===== config.mk =====
export PLATFORM = sky130hd
export DESIGN_NAME = div_bank
export DESIGN_NICKNAME = d
export VERILOG_FILES = /design/src/rtl/div_pkg.sv /design/src/rtl/div_regs.sv /design/src/rtl/div_chan.sv /design/src/rtl/div_bank.sv
export SDC_FILE = /design/constraint.sdc
export NUM_CORES = 1
export LEC_CHECK = 0
export CAP_MARGIN = 10
export CORE_MARGIN = 3
export CORE_UTILIZATION = 58
export CTS_BUF_LIST = sky130_fd_sc_hd__clkbuf_4 sky130_fd_sc_hd__clkbuf_8 sky130_fd_sc_hd__clkbuf_16
export DETAILED_ROUTE_END_ITERATION = 10
export PLACE_DENSITY = 0.8
export SKIP_CTS_REPAIR_TIMING = 1
export SLEW_MARGIN = 5
export SYNTH_ARGS = -nofsm -noshare
export SYNTH_HDL_FRONTEND = slang
export SYNTH_SLANG_ARGS = --single-unit

===== constraint.sdc =====
create_clock -name clk -period 5.1 [get_ports clk]
set_input_delay 1.02 -clock clk [delete_from_list [all_inputs] [get_ports clk]]
set_output_delay 1.02 -clock clk [all_outputs]
set_load 0.05 [all_outputs]

===== src/rtl/div_pkg.sv =====
`timescale 1ns/1ps
// div_pkg: shared constants and the channel-0 code decoder for the divider bank.
// Assumes a 32-bit register word and 6-bit ratio fields packed 7 bits apart.
package div_pkg;
    localparam int DATA_W   = 32;
    localparam int ADDR_W   = 3;
    localparam int FLD_W    = 6;
    localparam int NUM_CH   = 4;
    localparam int CH_PITCH = FLD_W + 1;       // field plus its load bit
    localparam int FLD_BASE = 1;               // first field starts at bit 1
    localparam int RUN_BIT  = 10;              // active-low reset in secondary word
    localparam logic [ADDR_W-1:0] OFS_CTRL = 3'd0;
    localparam logic [ADDR_W-1:0] OFS_AUX  = 3'd4;

    // Scrambled code to ratio; 0 means the code is not supported.
    function automatic logic [FLD_W-1:0] code_to_ratio(input logic [FLD_W-1:0] code);
        logic [FLD_W-1:0] r;
        case (code)
            6'd1:    r = 6'd2;
            6'd2:    r = 6'd1;
            6'd3:    r = 6'd3;
            6'd4:    r = 6'd4;
            6'd5:    r = 6'd6;
            6'd6:    r = 6'd5;
            6'd7:    r = 6'd7;
            6'd8:    r = 6'd8;
            6'd9:    r = 6'd10;
            6'd10:   r = 6'd9;
            default: r = 6'd0;
        endcase
        return r;
    endfunction
endpackage


===== src/rtl/div_regs.sv =====
`timescale 1ns/1ps
// div_regs: the two-word register file of the divider bank.
// Assumes a single-cycle write strobe synchronous to the reference clock;
// reads are combinational and unmapped addresses read as zero.
module div_regs
    import div_pkg::*;
(
    input  logic              clk,
    input  logic              rst_n,
    input  logic              bus_wr,
    input  logic [ADDR_W-1:0] bus_addr,
    input  logic [DATA_W-1:0] bus_wdata,
    output logic [DATA_W-1:0] bus_rdata,
    output logic [DATA_W-1:0] ctrl_word,
    output logic              run
);
    logic [DATA_W-1:0] aux_word;

    // Store whichever word the write address selects.
    always_ff @(posedge clk) begin
        if (!rst_n) begin
            ctrl_word <= '0;
            aux_word  <= '0;
        end else if (bus_wr) begin
            if (bus_addr == OFS_CTRL) ctrl_word <= bus_wdata;
            if (bus_addr == OFS_AUX)  aux_word  <= bus_wdata;
        end
    end

    // Read mux over the two mapped words.
    always_comb begin
        if (bus_addr == OFS_CTRL)     bus_rdata = ctrl_word;
        else if (bus_addr == OFS_AUX) bus_rdata = aux_word;
        else                          bus_rdata = '0;
    end

    assign run = aux_word[RUN_BIT];
endmodule


===== src/rtl/div_chan.sv =====
`timescale 1ns/1ps
// div_chan: one integer clock divider with a shadow ratio.
// A 0->1 edge on load_lvl captures the decoded field as pending. The pending
// ratio is applied when the counter wraps, so periods are never cut short.
// Odd ratios AND the counter phase with a half-cycle delayed copy made on
// the falling reference edge; ratio 1 gates the reference clock through.
// Assumes field and load_lvl are synchronous to clk.
module div_chan
    import div_pkg::*;
#(
    parameter bit CODED     = 1'b0,  // 1: field goes through code_to_ratio
    parameter int DEF_RATIO = 1      // ratio while the bank is held
) (
    input  logic             clk,
    input  logic             rst_n,
    input  logic             run,
    input  logic [FLD_W-1:0] field,
    input  logic             load_lvl,
    output logic             clk_o,
    output logic [FLD_W-1:0] ratio_o,
    output logic             pend_o
);
    localparam logic [FLD_W-1:0] DEF = FLD_W'(DEF_RATIO);

    logic             ld_q, pend_vld, p_q, n_q, nxt_p, rise, wrap;
    logic [FLD_W-1:0] dec, pend_r, ratio, cnt, nxt_cnt, nxt_ratio;
    logic [FLD_W:0]   half;

    // Decode the field for this channel variant.
    generate
        if (CODED) begin : g_coded
            assign dec = code_to_ratio(field);
        end else begin : g_plain
            assign dec = field;
        end
    endgenerate

    // Next-state terms for counter, ratio and the phase bit.
    always_comb begin
        rise      = load_lvl & ~ld_q;
        wrap      = (cnt == ratio - 1'b1);
        nxt_ratio = (wrap && pend_vld) ? pend_r : ratio;
        nxt_cnt   = wrap ? '0 : cnt + 1'b1;
        half      = ({1'b0, nxt_ratio} + 1'b1) >> 1;
        nxt_p     = ({1'b0, nxt_cnt} < half);
    end

    // Rising-edge state: load edge detect, pending capture, counter and phase.
    always_ff @(posedge clk) begin
        if (!rst_n) begin
            ld_q     <= 1'b0;
            pend_vld <= 1'b0;
            pend_r   <= DEF;
            ratio    <= DEF;
            cnt      <= '0;
            p_q      <= 1'b0;
        end else if (!run) begin
            ld_q     <= load_lvl;
            pend_vld <= 1'b0;
            ratio    <= DEF;
            cnt      <= '0;
            p_q      <= 1'b0;
        end else begin
            ld_q  <= load_lvl;
            ratio <= nxt_ratio;
            cnt   <= nxt_cnt;
            p_q   <= nxt_p;
            if (wrap) pend_vld <= 1'b0;
            if (rise && dec != '0) begin
                pend_r   <= dec;
                pend_vld <= 1'b1;
            end
        end
    end

    // Half-cycle delayed phase for odd ratios.
    always_ff @(negedge clk) begin
        if (!rst_n || !run) n_q <= 1'b0;
        else                n_q <= p_q;
    end

    // Output select by ratio class.
    always_comb begin
        if (ratio == 6'd1)  clk_o = clk & p_q;
        else if (ratio[0])  clk_o = p_q & n_q;
        else                clk_o = p_q;
    end

    assign ratio_o = ratio;
    assign pend_o  = pend_vld;
endmodule


===== src/rtl/div_bank.sv =====
`timescale 1ns/1ps
// div_bank: register file plus four loadable dividers on one reference clock.
// Assumes the register port is synchronous to clk. Channel 0 uses the
// scrambled code table; the others divide by the raw field value.
module div_bank
    import div_pkg::*;
(
    input  logic              clk,
    input  logic              rst_n,
    input  logic              bus_wr,
    input  logic [ADDR_W-1:0] bus_addr,
    input  logic [DATA_W-1:0] bus_wdata,
    output logic [DATA_W-1:0] bus_rdata,
    output logic [NUM_CH-1:0] div_clk
);
    logic [DATA_W-1:0]             ctrl_word;
    logic                          run;
    logic [NUM_CH-1:0][FLD_W-1:0]  act_ratio;
    logic [NUM_CH-1:0]             pend_vld;

    div_regs u_regs (
        .clk       (clk),
        .rst_n     (rst_n),
        .bus_wr    (bus_wr),
        .bus_addr  (bus_addr),
        .bus_wdata (bus_wdata),
        .bus_rdata (bus_rdata),
        .ctrl_word (ctrl_word),
        .run       (run)
    );

    // One divider per channel; field and load bit positions follow the pitch.
    generate
        for (genvar k = 0; k < NUM_CH; k++) begin : g_ch
            localparam int LSB = FLD_BASE + k * CH_PITCH;
            div_chan #(
                .CODED     (k == 0),
                .DEF_RATIO ((k == 0) ? 2 : 1)
            ) u_chan (
                .clk      (clk),
                .rst_n    (rst_n),
                .run      (run),
                .field    (ctrl_word[LSB +: FLD_W]),
                .load_lvl (ctrl_word[LSB + FLD_W]),
                .clk_o    (div_clk[k]),
                .ratio_o  (act_ratio[k]),
                .pend_o   (pend_vld[k])
            );
        end
    endgenerate
endmodule


# Yosys cells after proc, flatten, opt, wreduce, memory -nomap -nowiden
# Memory sizes are Yosys's and may differ from the RTL's. A register that Yosys moved wholly into a read port is not among the register bits.
# Index checks and enable logic that the tools add are counted.
# classes
n_addsub	12
n_mul	0
div_mod_pow	0
n_lt_le_gt_ge	4
n_eq_ne	9
n_shift	0
muxes	29
bitwise	16
n_reduce_logical	28
# ops
cell	n
2-to-1 mux 32 bit	2
2-to-1 mux 6 bit	9
adder 6 x 1 -> 7 bit (second input constant)	4
adder 6 x 1 -> 6 bit (second input constant)	4
equality test 6 x 1 -> 1 bit (second input constant)	4
equality test 6 bit	4
< comparator 6 bit	4
nonzero test 6 bit	4
subtractor 6 x 1 -> 6 bit (second input constant)	4
2-to-1 mux 1 bit	16
AND reduction 2 bit	7
AND 1 bit	12
logical AND 1 bit	8
2-to-1 mux 4 bit	2
nonzero test 2 bit	4
inverter 1 bit	4
equality test 3 bit (second input constant)	1
zero test 3 bit	1
zero test 1 bit	2
zero test 2 bit	1
logical OR 1 bit	1
# totals
register_bits	152
latch_bits	0
ramBits	0
romBits	64
out_inout_bits	36
wordCells	129
n_memories	1
# memory_table
memory	words	word_bits	rd	rd_clocked_by_memory_dff	wr	line	source
(name not given)	16	4	1	1	0	div_pkg.sv:18	case (code)

# Logic depth before layout (Yosys ltp)
# depth
word_depth	6
ltp_mapped	20
mapped_depth_nobuf	18

# Modules after synthesis
# A second synthesis with hierarchy kept.
# unflattened
hier_cells	923
hier_area_um2	8565.7
# modules_own_cells
mod	instances	cells_per_inst	area_each_um2	seq_area_each_um2
div_regs	1	284	2753.9	1281.2
div_chan (g_ch[2].u_chan)	1	163	1487.7	440.4
div_chan (g_ch[3].u_chan)	1	160	1477.7	440.4
div_chan (g_ch[1].u_chan)	1	161	1450.1	440.4
div_chan (g_ch[0].u_chan)	1	155	1396.3	400.4

==> key figures <==
Worst setup path
  • WS Path Type: flop to primary output
  • Critical Path RT: about 4 ns
  • Crit path DAT: about 4.0 ns
  • Endpoint class of the critical path: primary output
  • Crit path launch type: flop
  • CP Max Fanout: 1

Routing
  • Routed wire length: approximately 19000 microns
  • Number of remaining DRC errors: 0
  • Iter 0 DRT Violations: approximately 500
  • Vias per inst: roughly 5.8
  • Via Count: roughly 7100
  • ANT nets after route: 0
  • DRT Pass-1 Iters: 5
  • WL per Instance: 15.7 microns

Die
  • Num rows: 43
  • Chip Width: around 130 microns
  • Total die area: between 15000 and 20000 sq um
  • Die height: 126 microns
  • Ports: 74
  • Starting Density: 0.597
  • Core area: 13900 sq um

Logic synthesis
  • Flop and latch count out of synthesis: between 150 and 200
  • Post-synthesis adder-cell area fraction: 0.0541
  • Top FF cell, synth: dfxtp_1
  • Asr flop ratio synth: 0
  • Simple-gate portion of the synthesized area: 0.238
  • Post-synthesis xor/xnor area fraction: 0.0663
  • Yosys cell types: 64
  • Warnings from Yosys: 0
  • Largest family of logic cells by synthesized area: simple AND/OR/NAND/NOR gates
  • Post-synthesis instance area: ~8300 sq um
  • EDFF count, synth: 0
  • Post-synthesis compound-gate area fraction: 0.201
  • Syn Nets: around 1100
  • Gate Count Post-Synth: a little under 1000
  • Sequential fraction of the synthesis area: 0.370
  • Average cell area after synthesis: 8.41 sq um
  • Mux cell area share after synthesis: 0.0335

Power and ir drop
  • Power Density: ~290 nW/um^2
  • Internal power: about 2.3 mW
  • Clock network power share: 0.539
  • Reg power frac: 0.424
  • NetSw: 620 uW
  • Max rail drop VDD: 0.211 mV
  • Combinational share of power: 0.037
  • Power after layout: 2.89 mW
  • Leakage: 3.72 nW
  • Switching power share of the total: 0.215

Final layout
  • Final net count: 1120
  • Layout cells sized above 1: 0.0728
  • Fin util: 0.712
  • Fin area: between 9000 and 10000 sq um
  • Commonest non-fill, non-tap cell in the layout: nand2_1
  • Most frequent cells in the layout: nand2_1 (158), dfxtp_1 (153), clkdlybuf4s50_1 (68), a21boi_0 (65), nand3_1 (53)
  • Ant diodes: 0
  • Final cell count without fillers: about 1200
  • Syn-to-layout area delta: 19.3%

STA
  • Max-slew violations: 0
  • Final setup violating endpoints: 0
  • Worst-Margin Slew: 0.731 ns
  • Count of final hold-check violations: 0
  • Final Skew: roughly 0.063 ns
  • Worst slew margin: 0.513
  • Fin Hold WS: between 0.4 and 0.5 ns
  • RSZ-0062 raised after global routing: no

GRT
  • Top Usage Layer GRT: met2
  • Grt ovf: 0
  • Largest net degree at the start of global routing: between 90 and 100
  • Met3 Use GR: 0.0810
  • GRT Resource Usage Total: 0.253
  • Grt met2 use: 0.388
  • Met1 usage: 0.331
  • Vias in the first global route: between 6000 and 7000
  • Initial antenna violation count: 0
  • Global-route wire length before repair: 33300 microns

Status
  • Outcome: complete, no violations

Hold path
  • Hold Crit Class: flop to flop

Place
  • I/O Buffers: 73
  • Placed Area: around 9200 sq um
  • GPL Wtd Cong: 0.861
  • Post-Place Cells: 1198
  • DP Wirelength: between 10000 and 15000 microns

CTS
  • CTS tree: built
  • Clk Latency, worst-skew pair: 0.59 ns
  • Clock transition at path regs: about 0.070 ns

Run
  • Max Cap Viol: 0
sequential cells by signal, indices dropped and copies added, names as in the netlist, named ones only:
name and flops:
u_regs.aux_word 32, u_regs.ctrl_word 32, g_ch.u_chan.cnt 24, g_ch.u_chan.ratio_o 24, g_ch.u_chan.pend_r 22, g_ch.u_chan.ld_q 4, g_ch.u_chan.n_q 4, g_ch.u_chan.p_q 4
g_ch.u_chan.pend_o 4
cells by family (layout without fill, tap and decap cells):
logic type | count (synthesis) | count (layout)
AND/OR/NAND/NOR | 407 | 407
AO/OA/AOI/OAI | 227 | 227
flip-flops | 154 | 154
buffers and inverters | 75 | 144
XOR/XNOR | 63 | 63
adder cells (fa/ha/maj) | 36 | 36
multiplexers | 27 | 27
stage by stage:
step | setup slack (ns) | TNS (ns)
after floorplan | 0.615 | 0
after global placement | 0.0988 | 0
after detailed placement | 0.0964 | 0
after CTS | -0.657 | -2.19
after global routing | 0.0114 | 0
final | 0.0561 | 0
cells in the mapped netlist (6+ instances only):
cell / number / area (sq um)
xor2_1: 19 / 166
dfxtp_1: 154 / 3080
a21boi_0: 65 / 488
nor4_1: 6 / 37.5
xnor2_1: 44 / 385
ha_1: 36 / 450
a21oi_1: 28 / 140
nor3_1: 32 / 160
and3_1: 16 / 100
or3_1: 7 / 43.8
o211ai_1: 6 / 45.0
a22o_1: 34 / 298
clkbuf_1: 50 / 188
o21ai_0: 34 / 170
inv_1: 16 / 60.1
mux2i_1: 23 / 230
nor2b_1: 30 / 188
and2_1: 11 / 68.8
nand2b_1: 17 / 106
o21a_1: 8 / 60.1
a211oi_1: 9 / 67.6
nor2_1: 48 / 180
nand3_1: 53 / 265
nand2_1: 158 / 593
power by group through the flow:
stage,combinational [mW],clock [mW],sequential (mW)
floorplan,0.0550,0.0142,1.25
global placement,0.105,0.0144,1.25
detailed placement,0.105,0.0144,1.25
CTS,0.106,1.57,1.22
global route,0.115,1.64,1.22
finish,0.105,1.56,1.22
critical path, cell delays in order, from the launching register on:
cell and delay, ns:
dfxtp_1 0.29, or3_1 0.32, o311a_4 0.15, buf_8 0.15
worst paths after layout:
check | startpoint | endpoint | slack (ns) | depth (start not counted)
setup / recovery | g_ch[0].u_chan.n_q$_SDFF_NN0_ | div_clk[0] | 0.06 | 3
hold / removal | u_regs.aux_word[16]$_SDFFE_PN0P_ | u_regs.aux_word[16]$_SDFFE_PN0P_ | 0.46 | 2
setup reg to reg | g_ch[3].u_chan.ratio_o[2]$_SDFF_PN0_ | g_ch[3].u_chan.p_q$_SDFF_PN0_ | 0.68 | 15
hold reg to reg | u_regs.aux_word[16]$_SDFFE_PN0P_ | u_regs.aux_word[16]$_SDFFE_PN0P_ | 0.46 | 2
per-layer routing:
| metal | vias up | part of all wire | wire (microns) |
|---|---|---|---|
| met3 | 32 | 0.070 | 1360 |
| met4 | 0 | 0.018 | 357 |
| met1 | 3304 | 0.46 | 9010 |
| met5 | - | 0 | 0 |
| li1 | 3606 | - | - |
| met2 | 177 | 0.45 | 8670 |
layout make-up:
cell class              instances  area, sq um
flip-flops and latches        154         3080
repair buffers                 84          798
clock inverters                19          235
well taps                     180          225
inverters                      15         56.3
multi-input cells             760         4970
fillers                      1077         4010
clock buffers                  26          559
Power figures use the tool's default switching activity.
